--- src/rtl/pmon_pkg.sv ---
package pmon_pkg;
   localparam int REG_W    = 16;
   localparam int SNAP_LSB = 0;
   localparam int ERR_BIT  = 12;
   localparam int ROLL_BIT = 13;
   localparam int CAP_BIT  = 14;

   typedef struct packed {
      logic keep_err;
      logic keep_roll;
      logic capture;
   } pmon_wr_t;
endpackage

--- src/rtl/pmon_parity_check.sv ---
module pmon_parity_check #(
   parameter int DATA_W      = 16,
   parameter int NARROW_W    = 8,
   parameter int PIPE_STAGES = 1
) (
   input  logic              clk,
   input  logic              rst,
   input  logic [DATA_W-1:0] data,
   input  logic              par,
   input  logic              valid,
   input  logic              narrow,
   input  logic              even,
   output logic              err_o
);
   logic [DATA_W-1:0] covered;
   logic              err_now;

   for (genvar i = 0; i < DATA_W; i++) begin : g_mask
      if (i < NARROW_W) begin : g_low
         assign covered[i] = data[i];
      end else begin : g_high
         assign covered[i] = data[i] & ~narrow;
      end
   end

   assign err_now = valid & ~((^covered) ^ par ^ even);

   if (PIPE_STAGES == 0) begin : g_nopipe
      assign err_o = err_now;
   end else begin : g_pipe
      logic [PIPE_STAGES-1:0] stage;
      always_ff @(posedge clk) begin
         if (rst) stage <= '0;
         else     stage <= {stage[PIPE_STAGES-1:0] << 1} | PIPE_STAGES'(err_now);
      end
      assign err_o = stage[PIPE_STAGES-1];

      AST_IDLE_NO_ERR: assert property (@(posedge clk) disable iff (rst)
         !valid |=> !stage[0]);
   end
endmodule

--- src/rtl/pmon_err_counter.sv ---
module pmon_err_counter #(
   parameter int CNT_W = 12
) (
   input  logic             clk,
   input  logic             rst,
   input  logic             inc,
   output logic [CNT_W-1:0] cnt,
   output logic             wrap
);
   localparam logic [CNT_W-1:0] CNT_MAX = '1;

   assign wrap = inc && (cnt == CNT_MAX);

   always_ff @(posedge clk) begin
      if (rst)      cnt <= '0;
      else if (inc) cnt <= cnt + 1'b1;
   end

   AST_CNT_WRAP: assert property (@(posedge clk) disable iff (rst)
      inc && (cnt == CNT_MAX) |=> cnt == '0);
   AST_CNT_HOLD: assert property (@(posedge clk) disable iff (rst)
      !inc |=> $stable(cnt));
endmodule

--- src/rtl/pmon_status_reg.sv ---
module pmon_status_reg
   import pmon_pkg::*;
#(
   parameter int CNT_W = 12
) (
   input  logic             clk,
   input  logic             rst,
   input  logic             wr,
   input  logic [REG_W-1:0] wdata,
   input  logic [CNT_W-1:0] cnt,
   input  logic             err_evt,
   input  logic             wrap_evt,
   output logic [REG_W-1:0] rdata
);
   pmon_wr_t         cmd;
   logic [CNT_W-1:0] snap;
   logic             flag_err;
   logic             flag_roll;
   logic             unused_wbits;

   assign cmd.keep_err  = wdata[ERR_BIT];
   assign cmd.keep_roll = wdata[ROLL_BIT];
   assign cmd.capture   = wdata[CAP_BIT];
   assign unused_wbits  = ^{wdata[REG_W-1], wdata[ERR_BIT-1:0]};

   always_ff @(posedge clk) begin
      if (rst) begin
         snap      <= '0;
         flag_err  <= 1'b0;
         flag_roll <= 1'b0;
      end else begin
         if (wr && cmd.capture) snap <= cnt;
         if (err_evt)                    flag_err <= 1'b1;
         else if (wr && !cmd.keep_err)   flag_err <= 1'b0;
         if (wrap_evt)                   flag_roll <= 1'b1;
         else if (wr && !cmd.keep_roll)  flag_roll <= 1'b0;
      end
   end

   always_comb begin
      rdata                          = '0;
      rdata[SNAP_LSB +: CNT_W]       = snap;
      rdata[ERR_BIT]                 = flag_err;
      rdata[ROLL_BIT]                = flag_roll;
   end

   AST_ERR_SET: assert property (@(posedge clk) disable iff (rst)
      err_evt |=> flag_err);
   AST_ERR_STICKY: assert property (@(posedge clk) disable iff (rst)
      flag_err && !(wr && !wdata[ERR_BIT]) |=> flag_err);
   AST_ROLL_SET: assert property (@(posedge clk) disable iff (rst)
      wrap_evt |=> flag_roll);
   AST_SNAP_TAKE: assert property (@(posedge clk) disable iff (rst)
      wr && wdata[CAP_BIT] |=> snap == $past(cnt));
   AST_SNAP_KEEP: assert property (@(posedge clk) disable iff (rst)
      !(wr && wdata[CAP_BIT]) |=> $stable(snap));
endmodule

--- src/rtl/parity_err_monitor.sv ---
module parity_err_monitor
   import pmon_pkg::*;
#(
   parameter int DATA_W      = 16,
   parameter int NARROW_W    = 8,
   parameter int CNT_W       = 12,
   parameter int PIPE_STAGES = 1
) (
   input  logic              clk,
   input  logic              rst,
   input  logic [DATA_W-1:0] bus_data,
   input  logic              bus_par,
   input  logic              bus_valid,
   input  logic              narrow_bus,
   input  logic              even_sense,
   input  logic              reg_wr,
   input  logic [REG_W-1:0]  reg_wdata,
   output logic [REG_W-1:0]  reg_rdata
);
   if (NARROW_W <= 0 || NARROW_W >= DATA_W) begin : g_bad_narrow
      $error("NARROW_W must lie strictly between 0 and DATA_W");
   end
   if (CNT_W <= 0 || CNT_W > ERR_BIT) begin : g_bad_cnt
      $error("CNT_W must fit below the error flag bit");
   end
   if (PIPE_STAGES < 0 || PIPE_STAGES > 4) begin : g_bad_pipe
      $error("PIPE_STAGES must be 0 to 4");
   end

   logic             err_evt;
   logic             wrap_evt;
   logic [CNT_W-1:0] cnt;

   pmon_parity_check #(
      .DATA_W(DATA_W), .NARROW_W(NARROW_W), .PIPE_STAGES(PIPE_STAGES)
   ) u_check (
      .clk(clk), .rst(rst), .data(bus_data), .par(bus_par), .valid(bus_valid),
      .narrow(narrow_bus), .even(even_sense), .err_o(err_evt)
   );

   pmon_err_counter #(.CNT_W(CNT_W)) u_count (
      .clk(clk), .rst(rst), .inc(err_evt), .cnt(cnt), .wrap(wrap_evt)
   );

   pmon_status_reg #(.CNT_W(CNT_W)) u_status (
      .clk(clk), .rst(rst), .wr(reg_wr), .wdata(reg_wdata), .cnt(cnt),
      .err_evt(err_evt), .wrap_evt(wrap_evt), .rdata(reg_rdata)
   );

   AST_TOP_ZERO: assert property (@(posedge clk) disable iff (rst)
      reg_wr |=> reg_rdata[REG_W-1:CAP_BIT] == '0);
endmodule

--- config.mk ---
export PLATFORM = sky130hd
export DESIGN_NAME = parity_err_monitor
export DESIGN_NICKNAME = d
export VERILOG_FILES = /design/src/rtl/pmon_pkg.sv /design/src/rtl/pmon_parity_check.sv /design/src/rtl/pmon_err_counter.sv /design/src/rtl/pmon_status_reg.sv /design/src/rtl/parity_err_monitor.sv
export SDC_FILE = /design/constraint.sdc
export NUM_CORES = 1
export LEC_CHECK = 0
export ABC_AREA = 1
export BUFFER_PORTS_ARGS = -buffer_cell sky130_fd_sc_hd__buf_4
export CORE_AREA = 2 2 63 65
export CTS_BUF_LIST = sky130_fd_sc_hd__clkbuf_4 sky130_fd_sc_hd__clkbuf_8
export DETAILED_ROUTE_END_ITERATION = 10
export DIE_AREA = 0 0 65 67
export GPL_TIMING_DRIVEN = 0
export PLACE_DENSITY = 0.73
export SLEW_MARGIN = 20
export SYNTH_ARGS = -nofsm -noshare
export SYNTH_HDL_FRONTEND = slang
export SYNTH_HIERARCHICAL = 1
export SYNTH_SLANG_ARGS = --single-unit
--- constraint.sdc ---
create_clock -name clk -period 1.3 [get_ports clk]
set_clock_uncertainty 0.05 [all_clocks]
set_input_delay 0.325 -clock clk [delete_from_list [all_inputs] [get_ports clk]]
set_output_delay 0.325 -clock clk [all_outputs]
set_load 0.01 [all_outputs]
=== Word-level counts from Yosys, hierarchy flattened ===
Index checks and enable logic that the tools add are counted.

* Bits in read-only memories: 0
* Bits in latches: 0
* Input port bits: 39
* Memories kept: 0
* RAM bits: 0
* Output and inout port bits: 16
* Flip-flop bits (word level): 27

* Reductions and logical operators: 9
* Divide/modulo/power cells: 0
* $add $sub $neg: 1
* Equality and inequality tests: 1
* Order comparisons: 0
* Shift operators: 0
* Multiplexer cells: 4
* Multiply operators: 0
* Bitwise logic cells: 13

{| class="wikitable"
|+ Operators with widths
! kind !! number
|-
| $reduce_xor A16 Y1 || 1
|-
| $add A12 B1 Y12 const B || 1
|-
| $eq A12 B12 Y1 const B || 1
|-
| $and A1 B1 Y1 || 9
|-
| $logic_and A1 B1 Y1 || 4
|-
| $mux W1 || 4
|-
| $reduce_bool A2 Y1 || 2
|-
| $logic_not A1 Y1 || 2
|-
| $not A1 Y1 || 2
|-
| $xor A1 B1 Y1 || 2
|}

=== Depth between registers and ports, before layout ===
Gate-level depths: netlist of the first run.

* Depth in word-level cells: 7
* Mapped depth: 12
* Mapped depth without buffers: 12

=== Hierarchy ===
The synthesis of the first run kept the hierarchy.

{| class="wikitable"
|+ By module, submodules not included
! module !! times used !! cells each !! area an instance (µm²)
|-
| pmon_err_counter || 1 || 87 || 583.1
|-
| pmon_status_reg || 1 || 70 || 551.8
|-
| pmon_parity_check || 1 || 97 || 431.7
|}

=== Worst setup path before layout of the first run ===
No wires, ideal clock.

* Kind: register to register
* Start point: register u_count.cnt[0]
* End point: register u_status.flag_roll
* Cell stages (with the launch flop): 8
* Path slack: -0.001 ns
* Required time: 1.180 ns
* Path buffers: 0
* Data arrival time: 1.181 ns
* Library setup time: 0.070 ns
* Cell sequence: dfxtp_1 -> ha_1 -> nand3_1 -> nor2_1 -> nand4_1 -> nor2_1 -> inv_1 -> a21oi_1

* Cells in the longest elaborated chain, start to end: 3
* Elaborated cells on any way between the ends: 4
* Classes of those cells: eq/ne (1); mux (1); reduce/logical (2)

{| class="wikitable"
|+ RTL lines
! element !! line !! source
|-
| start, declared || pmon_err_counter.sv:7 || <nowiki>output logic [CNT_W-1:0] cnt,</nowiki>
|-
| start signal, assigned || pmon_err_counter.sv:16 || <nowiki>else if (inc) cnt <= cnt + 1'b1;</nowiki>
|-
| $eq A12 B12 Y1 * || pmon_err_counter.sv:12 || <nowiki>assign wrap = inc && (cnt == CNT_MAX);</nowiki>
|-
| $logic_and A1 B1 Y1 * || pmon_err_counter.sv:12 ||
|-
| via wrap_evt || parity_err_monitor.sv:31 || <nowiki>logic wrap_evt;</nowiki>
|-
| $mux W1 or $reduce_bool A2 Y1 (tied branches) || - ||
|-
| end signal, assigned || pmon_status_reg.sv:30 || <nowiki>flag_roll <= 1'b0;</nowiki>
|-
| end signal, assigned || pmon_status_reg.sv:35 || <nowiki>if (wrap_evt) flag_roll <= 1'b1;</nowiki>
|-
| end signal, assigned || pmon_status_reg.sv:36 || <nowiki>else if (wr && !cmd.keep_roll) flag_roll <= 1'b0;</nowiki>
|-
| end, declared || pmon_status_reg.sv:18 || <nowiki>logic flag_roll;</nowiki>
|}

Mark *: on every way through the listed nets, which the timed path passes. The rest lies on a longest branch.
A chain may end at the register's enable or synchronous reset.

=== Worst setup path after layout of the first run ===
* Start point: register u_count.cnt[1]
* End point: register u_status.flag_roll

The elaborated chain is that of the path after synthesis.

==> run_results.csv, run 1 <==
group,metric,value,unit
status,status,"complete, no violations",
cts,cts.path.max_buffers,2,
cts,clkLatencyLatePin,270,ps
yosys,syn_area,1570,sq um
detailed_routing,via_per_inst,4.58,
global_route,first_global_vias,1400,
finish,nets,344,
global_route,grtUsageTotal,16.1,%
floorplan,initial_core_util,43.4,%
pwr,p_switching,429,uW
cts,clockRootBuffer,"clkbuf_8",
critical_path,cp.required,1460,ps
yosys,synth_seq_cells,27,
finish,fillers,370,
yosys,ys_seq_area_share,34.5,%
critical_path,reg2reg_slack,50,ps
cts,cts_sinks,27,
finish,drive_gt1_share,30.7,%
finish,mostFrequentLayoutCells,"nand2_1, buf_4, inv_1, nor2_1, dfxtp_1",
floorplan,chipHeight,67,microns
floorplan,core,3610,sq um
global_route,grt_max_degree,16,
critical_path,critPathMaxStageDelay,370,ps
floorplan,rows,22,
pwr,power.density,785,nW/um^2
sta,slew_violations,0,
critical_path,timing.rr.end,"u_status/flag_roll$_SDFFE_PP0P_",
sta,fin_crit,1250,ps
critical_path,cp.arrival,1410,ps
critical_path,crit_buf_inv,1,
job,max_cap_viol_count,0,
critical_path,worstPathMaxFanout,4,
cts,clk_pin_slew,90,ps
yosys,ys_warn_count,6,
finish,diodes,0,
placement,placed_area,1930,sq um
yosys,synth_cell_type_count,20,
critical_path,end_kind,"flop",
cts,holdBufCountCts,0,
pwr,p_int,1200,uW
hold_path,holdCritPathClass,"primary input to flop",
sta,period_share,96.4,%
placement,port_buffers,39,
critical_path,critPathKind,"flop to flop",
finish,area_growth,32.2,%
global_route,antenna_found_initial,0,
critical_path,critical_path_depth,7,
detailed_routing,firstDrtPassIters,4,
critical_path,timing.rr.start,"u_count/cnt[1]$_SDFFE_PP0P_",
critical_path,cp-endpoint,"u_status/flag_roll$_SDFFE_PP0P_",
detailed_routing,drt-initial-drc-count,66,
detailed_routing,wirelength,3.28,mm
pwr,ir_worst_vdd,353,uV
finish,mostFrequentLayoutCell,"nand2_1",
cts,cts_tree,"yes",
cts,numCtsBuffers,3,
sta,fmax,798,MHz
critical_path,cp-start-kind,"flop",
critical_path,cp-startpoint,"u_count/cnt[1]$_SDFFE_PP0P_",
pwr,power.total,1620,uW
pwr,combPwrFrac,18.7,%
finish,stdcell_area,2070,sq um
critical_path,worst_r2r_path_depth,7,
pwr,power.sequential.fraction,52.6,%
detailed_routing,avgRoutedWirePerCell,9.34,microns
critical_path,cp_slowest_cell,"dfxtp_4",
sta,setup_viol,0,
pwr,clkPwrFrac,28.7,%
sta,rsz0062_at_grt,"yes",
floorplan,die_area,4360,sq um
floorplan,die_w,65,microns
detailed_routing,num_vias,1609,
sta,setup-tns-final,0,ps
detailed_routing,route.detailed.drc,0,
critical_path,worstPathCellList,"ha_4, nand3_4, nor2_4, nand4_1, nor2_1, inv_1, a21oi_2",
global_route,overflow,0,
floorplan,ioPinCount,55,
yosys,avgSynthCellArea,6.17,sq um
critical_path,cpLargestDelayFamily,"simple AND/OR/NAND/NOR gates",
yosys,syn_inst,254,
pwr,p_leak,0.00104,uW
detailed_routing,ant_nets,0,
cts,cts_htree_levels,1,
placement,routabilityCongestion,0.758,
placement,hpwl,2.42,mm
sta,finalHoldViolCount,0,
pwr,sw_frac_of_total,26.4,%
global_route,grt_pass1_wl,5.64,mm
==> cell type report <==
type | count | area (sq um) | area share, %
Buffer | 8 | 58.8 | 2.84
Clock buffer | 3 | 41.3 | 1.99
Clock inverter | 1 | 5.00 | 0.242
Inverter | 41 | 154 | 7.43
Multi-Input combinational cell | 179 | 865 | 41.8
Sequential cell | 27 | 553 | 26.7
Tap cell | 48 | 60.1 | 2.90
Timing Repair Buffer | 44 | 334 | 16.1
==> cell usage after synthesis <==
cell       n  area, sq um
nor2_4     1         11.3
o21ai_0    3         15.0
nand3_1   17         85.1
nand2_2    9         56.3
buf_4      5         37.5
inv_2      5         18.8
nand2_1   84          315
nor2_2     1         6.26
nor2_1    29          109
nand4_1    2         12.5
o21bai_2   1         11.3
nor3_1     3         15.0
a21oi_1   20          100
dfxtp_1   27          541
buf_6      1         11.3
conb_1     1         3.75
inv_1     36          135
nand3_2    6         60.1
ha_1       1         12.5
buf_2      2         10.0
==> how the worst min path moves through the flow <==
stage | from | slack, ps | to | cells after the start
floorplan | rst | 340 | u_status/snap[4]$_SDFFE_PP0P_ | 1
global placement | u_status/snap[10]$_SDFFE_PP0P_ | 400 | u_status/snap[10]$_SDFFE_PP0P_ | 2
detailed placement | u_status/snap[9]$_SDFFE_PP0P_ | 400 | u_status/snap[9]$_SDFFE_PP0P_ | 2
CTS | rst | 250 | u_status/snap[7]$_SDFFE_PP0P_ | 2
global route | rst | 250 | u_status/snap[7]$_SDFFE_PP0P_ | 2
finish | rst | 250 | u_count/cnt[9]$_SDFFE_PP0P_ | 2
==> cells by family (layout without fill, tap and decap cells) <==
family	after synthesis	count (layout)	synth area share (%)
AO/OA/AOI/OAI	24	24	8.07
adder cells (fa/ha/maj)	1	1	0.799
buffers and inverters	49	97	13.6
flip-flops	27	27	34.5
other	1	2	0.239
AND/OR/NAND/NOR	152	152	42.8
==> power groups by stage <==
stage	clock network (uW)	logic [uW]	registers, uW
2_1_floorplan	0	179	870
3_3_place_gp	0	278	872
3_5_place_dp	0	286	873
4_1_cts	478	302	854
5_1_grt	521	348	856
6_report	467	303	855
==> state kept, by name, indices dropped and copies added, names as in the netlist <==
| signal | count |
|---|---|
| u_count/cnt | 12 |
| u_status/snap | 12 |
| u_check/err_o | 1 |
| u_status/flag_err | 1 |
| u_status/flag_roll | 1 |
==> routing by layer <==
metal,up-vias,global-route usage (%),part of all wire (%)
met1,691,18.9,46
met2,39,30.4,48
met3,4,2.36,4.9
met4,0,3.99,0.79
met5,-,0,0
li1,875,-,-
==> per-stage QoR <==
step | util, % | hold slack [ps] | setup WS, ps | instances
2_1_floorplan | - | 344 | 22.9 | 255
3_3_place_gp | 53.4 | 399 | -143 | 342
3_5_place_dp | 53.4 | 403 | -190 | 342
4_1_cts | 56.6 | 249 | 3.60 | 350
5_1_grt | 57.4 | 246 | -12.1 | 351
6_report | 57.4 | 255 | 46.9 | 351
==> what timing repair did <==
item	CTS	global route
pin swaps	2	6
setup buffers	4	1
gates resized for setup	10	10
endpoints found under the hold margin	0	0
setup endpoints to repair	4	5
No activity file was read; power rests on OpenSTA's default activity.
==> run 2, diff against run 1 <==
Settings changed: CORE_AREA 2 2 63 65 to 2 2 74 55, DIE_AREA 0 0 65 67 to 0 0 76 57, PLACE_DENSITY 0.73 to 0.74.
==> run 2 against run 1 <==
Worst setup slack improved by 14 ps. Register-to-register slack barely moved. First-iteration DRC count rose by 26%. Cell area fell by 0.91%. Sequential power barely moved. Global-route usage barely moved. Combinational power fell by 3%. Worst hold slack got worse by 14 ps. Final cell count rose by 0.57%. Sequential cell count did not move. Critical endpoint unchanged. Largest power group unchanged.
==> run_results.csv, run 2 (synthesized netlist as in run 1, its figures left out) <==
group,metric,value,unit
status,status,"complete, no violations",
sta,fmax,807,MHz
cts,cts_htree_levels,1,
finish,diodes,0,
detailed_routing,firstDrtPassIters,5,
floorplan,rows,19,
finish,multiInputGateArea,857,sq um
sta,setup-tns-final,0,ps
global_route,grt_max_degree,17,
cts,cts_tree,"yes",
cts,numCtsBuffers,3,
placement,place_inst,346,
pwr,ir_worst_vdd,368,uV
cts,clkLatencyLatePin,270,ps
cts,clk_pin_slew,90,ps
critical_path,cp.required,1460,ps
pwr,power.density,794,nW/um^2
placement,placed_area,1930,sq um
job,max_cap_viol_count,0,
cts,clockRootBuffer,"clkbuf_8",
detailed_routing,wirelength,3.20,mm
sta,rsz0062_at_grt,"yes",
global_route,grtUsageTotal,16.1,%
finish,mostFrequentLayoutCells,"nand2_1, buf_4, inv_1, nor2_1, dfxtp_1",
global_route,first_global_vias,1366,
detailed_routing,avgRoutedWirePerCell,9.06,microns
sta,slew_violations,0,
pwr,p_leak,0.00103,uW
floorplan,die_area,4330,sq um
detailed_routing,via_per_inst,4.43,
pwr,clkPwrFrac,29.4,%
floorplan,initial_core_util,42.5,%
finish,area_growth,31.0,%
sta,period_share,95.4,%
detailed_routing,wl_met2,1.42,mm
finish,final_util,55.7,%
hold_path,holdCritPathClass,"primary input to flop",
finish,mostFrequentLayoutCell,"nand2_1",
sta,fin_crit,1240,ps
critical_path,worst_r2r_path_depth,7,
finish,final_cells,353,
finish,top_regs,"u_count/cnt: 12 flops, u_status/snap: 12 flops",
sta,whs,241,ps
cts,cts_sinks,27,
detailed_routing,top_layer,"met4",
placement,hpwl,2.48,mm
sta,finalHoldViolCount,0,
floorplan,core,3680,sq um
global_route,grt_pass1_wl,5.80,mm
global_route,overflow,0,
critical_path,critPathKind,"flop to flop",
finish,seq_area,553,sq um
pwr,p_int,1190,uW
finish,drive_gt1_share,28.9,%
floorplan,ioPinCount,55,
floorplan,chipHeight,57,microns
hold_path,worstHoldPathCells,2,
global_route,antenna_found_initial,0,
critical_path,cp.arrival,1400,ps
placement,routabilityCongestion,0.770,
cts,holdBufCountCts,0,
cts,cts.path.max_buffers,2,
detailed_routing,drt-initial-drc-count,83,
finish,nets,342,
finish,stdcell_area,2050,sq um
critical_path,end_kind,"flop",
critical_path,cp-start-kind,"flop",
detailed_routing,met1_length,1.57,mm
pwr,combPwrFrac,18.0,%
detailed_routing,num_vias,1564,
placement,port_buffers,39,
pwr,p_switching,435,uW
finish,fillers,365,
sta,setup_viol,0,
pwr,power.sequential.fraction,52.6,%
detailed_routing,route.met3.wl,184,microns
pwr,sw_frac_of_total,26.7,%
floorplan,die_w,76,microns
detailed_routing,ant_nets,0,
critical_path,worstPathMaxFanout,4,
detailed_routing,route.detailed.drc,0,
-- run 2: final cells by class --
type,count,share of cell area [%]
Multi-Input combinational cell,179,41.8
Sequential cell,27,27.0
Timing Repair Buffer,42,15.4
Inverter,41,7.50
Tap cell,52,3.17
Buffer,8,2.87
Clock buffer,3,2.01
Clock inverter,1,0.366
-- run 2: stage by stage --
stage          setup WS [ps]  power (uW)
2_1_floorplan           22.9        1050
3_3_place_gp            -147        1150
3_5_place_dp            -162        1160
4_1_cts                 2.71        1640
5_1_grt                -29.9        1730
6_report                60.4        1630
-- run 2: final timing paths --
kind                                           to  slack, ps                          start
setup reg to reg  u_status/flag_roll$_SDFFE_PP0P_         60    u_count/cnt[0]$_SDFFE_PP0P_
hold reg to reg     u_status/snap[9]$_SDFFE_PP0P_        420  u_status/snap[9]$_SDFFE_PP0P_
setup / recovery  u_status/flag_roll$_SDFFE_PP0P_         60    u_count/cnt[0]$_SDFFE_PP0P_
hold / removal      u_status/snap[7]$_SDFFE_PP0P_        240                            rst
-- run 2: power by group through the flow --
stage	sequential [uW]	clock, uW	combinational [uW]
final	857	479	293
after global routing	859	535	341
after CTS	857	494	290
after detailed placement	873	0	287
after global placement	873	0	278
after floorplan	870	0	179
-- run 2: what timing repair did --
action                     CTS  global route
buffers inserted             1             2
cloned                       0             0
setup endpoints to repair    3             4
pin swaps                    3             4
resized for setup           10             5
-- run 2: worst max-delay path, stage by stage, from the launching register on --
cell and delay [ps]:
dfxtp_4 390, ha_4 170, nand3_4 90, nor2_4 90, nand4_1 120, nor2_1 110, inv_1 50, a21oi_1 100
-- run 2: layer usage --
layer  vias to the layer above  track usage (%)
met3                         2             3.64
met5                         -                0
met2                        36             27.4
met4                         0             3.12
li1                        863                -
met1                       663             21.4
==> run 3, diff against run 2 <==
--- a/config.mk
+++ b/config.mk
@@ -15,3 +15,2 @@
 export PLACE_DENSITY = 0.74
-export SLEW_MARGIN = 20
 export SYNTH_ARGS = -nofsm -noshare
==> constraint.sdc (replaced) <==
create_clock -name clk -period 1.3 [get_ports clk]
set_clock_uncertainty 0.05 [all_clocks]
set_input_delay 0.065 -clock clk [delete_from_list [all_inputs] [get_ports clk]]
set_output_delay 0.065 -clock clk [all_outputs]
set_load 0.01 [all_outputs]
==> run 3 against run 2 <==
Register-to-register slack hardly changed. Critical path depth stayed put. Sequential cell count stayed put. Core utilization is 0.27 points higher. Worst setup slack worse by 3.9 ps. Global-route usage is 0.069 points higher. Worst hold slack worse by 220 ps. Power is 0.17% higher. Clock-buffer cell count stayed put.
==> run_results.csv, run 3 (synthesized netlist as in run 1, its figures left out) <==
group,metric,value,unit
status,status,"complete, no violations",
floorplan,core,3680,sq um
global_route,first_global_vias,1369,
detailed_routing,met1_length,1.56,mm
hold_path,min_to,"u_check/err_o$_SDFF_PP0_",
finish,diodes,0,
finish,mostFrequentLayoutCells,"nand2_1, buf_4, inv_1, nor2_1, dfxtp_1",
pwr,p_switching,435,uW
detailed_routing,wirelength,3.22,mm
critical_path,cp.arrival,1410,ps
hold_path,worstHoldStart,"bus_valid",
finish,stdcell_area,2060,sq um
placement,placed_area,1930,sq um
finish,top_regs,"u_count/cnt: 12 flops, u_status/snap: 12 flops",
sta,fmax,804,MHz
finish,area_growth,31.6,%
global_route,antenna_found_initial,0,
pwr,power.sequential.fraction,52.5,%
detailed_routing,drt-initial-drc-count,88,
floorplan,die_area,4330,sq um
pwr,p_int,1200,uW
detailed_routing,route.detailed.drc,0,
detailed_routing,route.met3.wl,184,microns
floorplan,initial_core_util,42.5,%
pwr,p_leak,0.00103,uW
detailed_routing,num_vias,1568,
global_route,grt_max_degree,17,
global_route,grtUsageTotal,16.1,%
critical_path,end_kind,"flop",
critical_path,critPathKind,"flop to flop",
cts,clk_pin_slew,90,ps
cts,cts_sinks,27,
sta,fin_crit,1240,ps
detailed_routing,ant_nets,0,
cts,cts.path.max_buffers,2,
placement,dp_worst_setup_slack,-162,ps
sta,setup_slack,56.5,ps
floorplan,chipHeight,57,microns
detailed_routing,firstDrtPassIters,4,
pwr,ir_worst_vdd,367,uV
floorplan,ioPinCount,55,
finish,nets,343,
critical_path,reg2reg_slack,60,ps
placement,routabilityCongestion,0.770,
sta,slew_violations,0,
critical_path,cp.required,1460,ps
global_route,grt_pass1_wl,5.82,mm
sta,period_share,95.7,%
floorplan,rows,19,
critical_path,timing.rr.end,"u_status/flag_roll$_SDFFE_PP0P_",
placement,hpwl,2.48,mm
floorplan,die_w,76,microns
cts,cts_htree_levels,1,
cts,cts_tree,"yes",
pwr,power.density,792,nW/um^2
hold_path,holdCritPathClass,"primary input to flop",
placement,port_buffers,39,
sta,whs,20.9,ps
critical_path,cp-start-kind,"flop",
detailed_routing,avgRoutedWirePerCell,9.09,microns
detailed_routing,via_per_inst,4.43,
critical_path,worst_r2r_path_depth,7,
hold_path,worstHoldPathCells,5,
finish,drive_gt1_share,28.8,%
finish,final_util,56.0,%
job,max_cap_viol_count,0,
global_route,overflow,0,
sta,finalHoldViolCount,0,
cts,clockRootBuffer,"clkbuf_8",
detailed_routing,top_layer,"met4",
pwr,combPwrFrac,18.1,%
finish,mostFrequentLayoutCell,"nand2_1",
detailed_routing,wl_met2,1.45,mm
cts,clkLatencyLatePin,270,ps
pwr,sw_frac_of_total,26.7,%
pwr,clkPwrFrac,29.4,%
sta,setup_viol,0,
sta,rsz0062_at_grt,"yes",
critical_path,timing.rr.start,"u_count/cnt[0]$_SDFFE_PP0P_",
cts,numCtsBuffers,3,
critical_path,worstPathMaxFanout,4,
finish,fillers,362,
run 3: cell count changes in the layout (fill, tap and decap cells not counted):
cell and change:
dlygate4sd3_1 +1
run 3: what timing repair did:
action	CTS	global route
hold endpoints to repair	7	0
hold buffers	1	0
resized for setup	10	5
pin swaps	3	4
setup buffers	1	2
endpoints found under the setup margin	3	4
cloned	0	0
run 3: metrics by stage:
stage | setup TNS [ps] | total power, uW | cells
6_report | 0 | 1630 | 354
5_1_grt | -50.4 | 1740 | 354
4_1_cts | 0 | 1640 | 352
3_5_place_dp | -194 | 1160 | 346
3_3_place_gp | -167 | 1150 | 346
2_1_floorplan | 0 | 1050 | 255
run 3: layout make-up:
cell class	count	area [sq um]	area share (%)
plain buffers	8	58.8	2.85
clock buffers	3	41.3	2.00
flip-flops and latches	27	553	26.8
well taps	52	65.1	3.16
inverters	41	154	7.46
multi-input cells	179	857	41.6
clock inverters	1	7.51	0.364
repair buffers	43	325	15.8
run 3: metal layers:
metal | GRT usage [%] | vias up
met1 | 21.5 | 663
met2 | 27.6 | 36
met5 | 0 | -
met3 | 3.64 | 2
met4 | 3.12 | 0
li1 | - | 867
run 3: worst max-delay path by stage:
stage               slack (ps)                        start  cells after the start                               to
finish                      60  u_count/cnt[0]$_SDFFE_PP0P_                      7  u_status/flag_roll$_SDFFE_PP0P_
global route               -30  u_count/cnt[0]$_SDFFE_PP0P_                      7  u_status/flag_roll$_SDFFE_PP0P_
CTS                          3  u_count/cnt[1]$_SDFFE_PP0P_                      7  u_status/flag_roll$_SDFFE_PP0P_
detailed placement        -160  u_count/cnt[0]$_SDFFE_PP0P_                      7  u_status/flag_roll$_SDFFE_PP0P_
global placement          -150  u_count/cnt[0]$_SDFFE_PP0P_                      7  u_status/flag_roll$_SDFFE_PP0P_
floorplan                   20  u_count/cnt[0]$_SDFFE_PP0P_                      7  u_status/flag_roll$_SDFFE_PP0P_
run 3: critical path: stages, from the launching register on:
cell and delay [ps]:
dfxtp_4 390, ha_4 170, nand3_4 90, nor2_4 90, nand4_1 120, nor2_1 110
inv_1 50, a21oi_1 100
run 3: power by group through the flow:
| stage | Clock, uW | Combinational (uW) | Sequential, uW |
|---|---|---|---|
| 2_1_floorplan | 0 | 179 | 870 |
| 3_3_place_gp | 0 | 278 | 873 |
| 3_5_place_dp | 0 | 287 | 873 |
| 4_1_cts | 494 | 293 | 857 |
| 5_1_grt | 535 | 344 | 859 |
| 6_report | 480 | 296 | 857 |
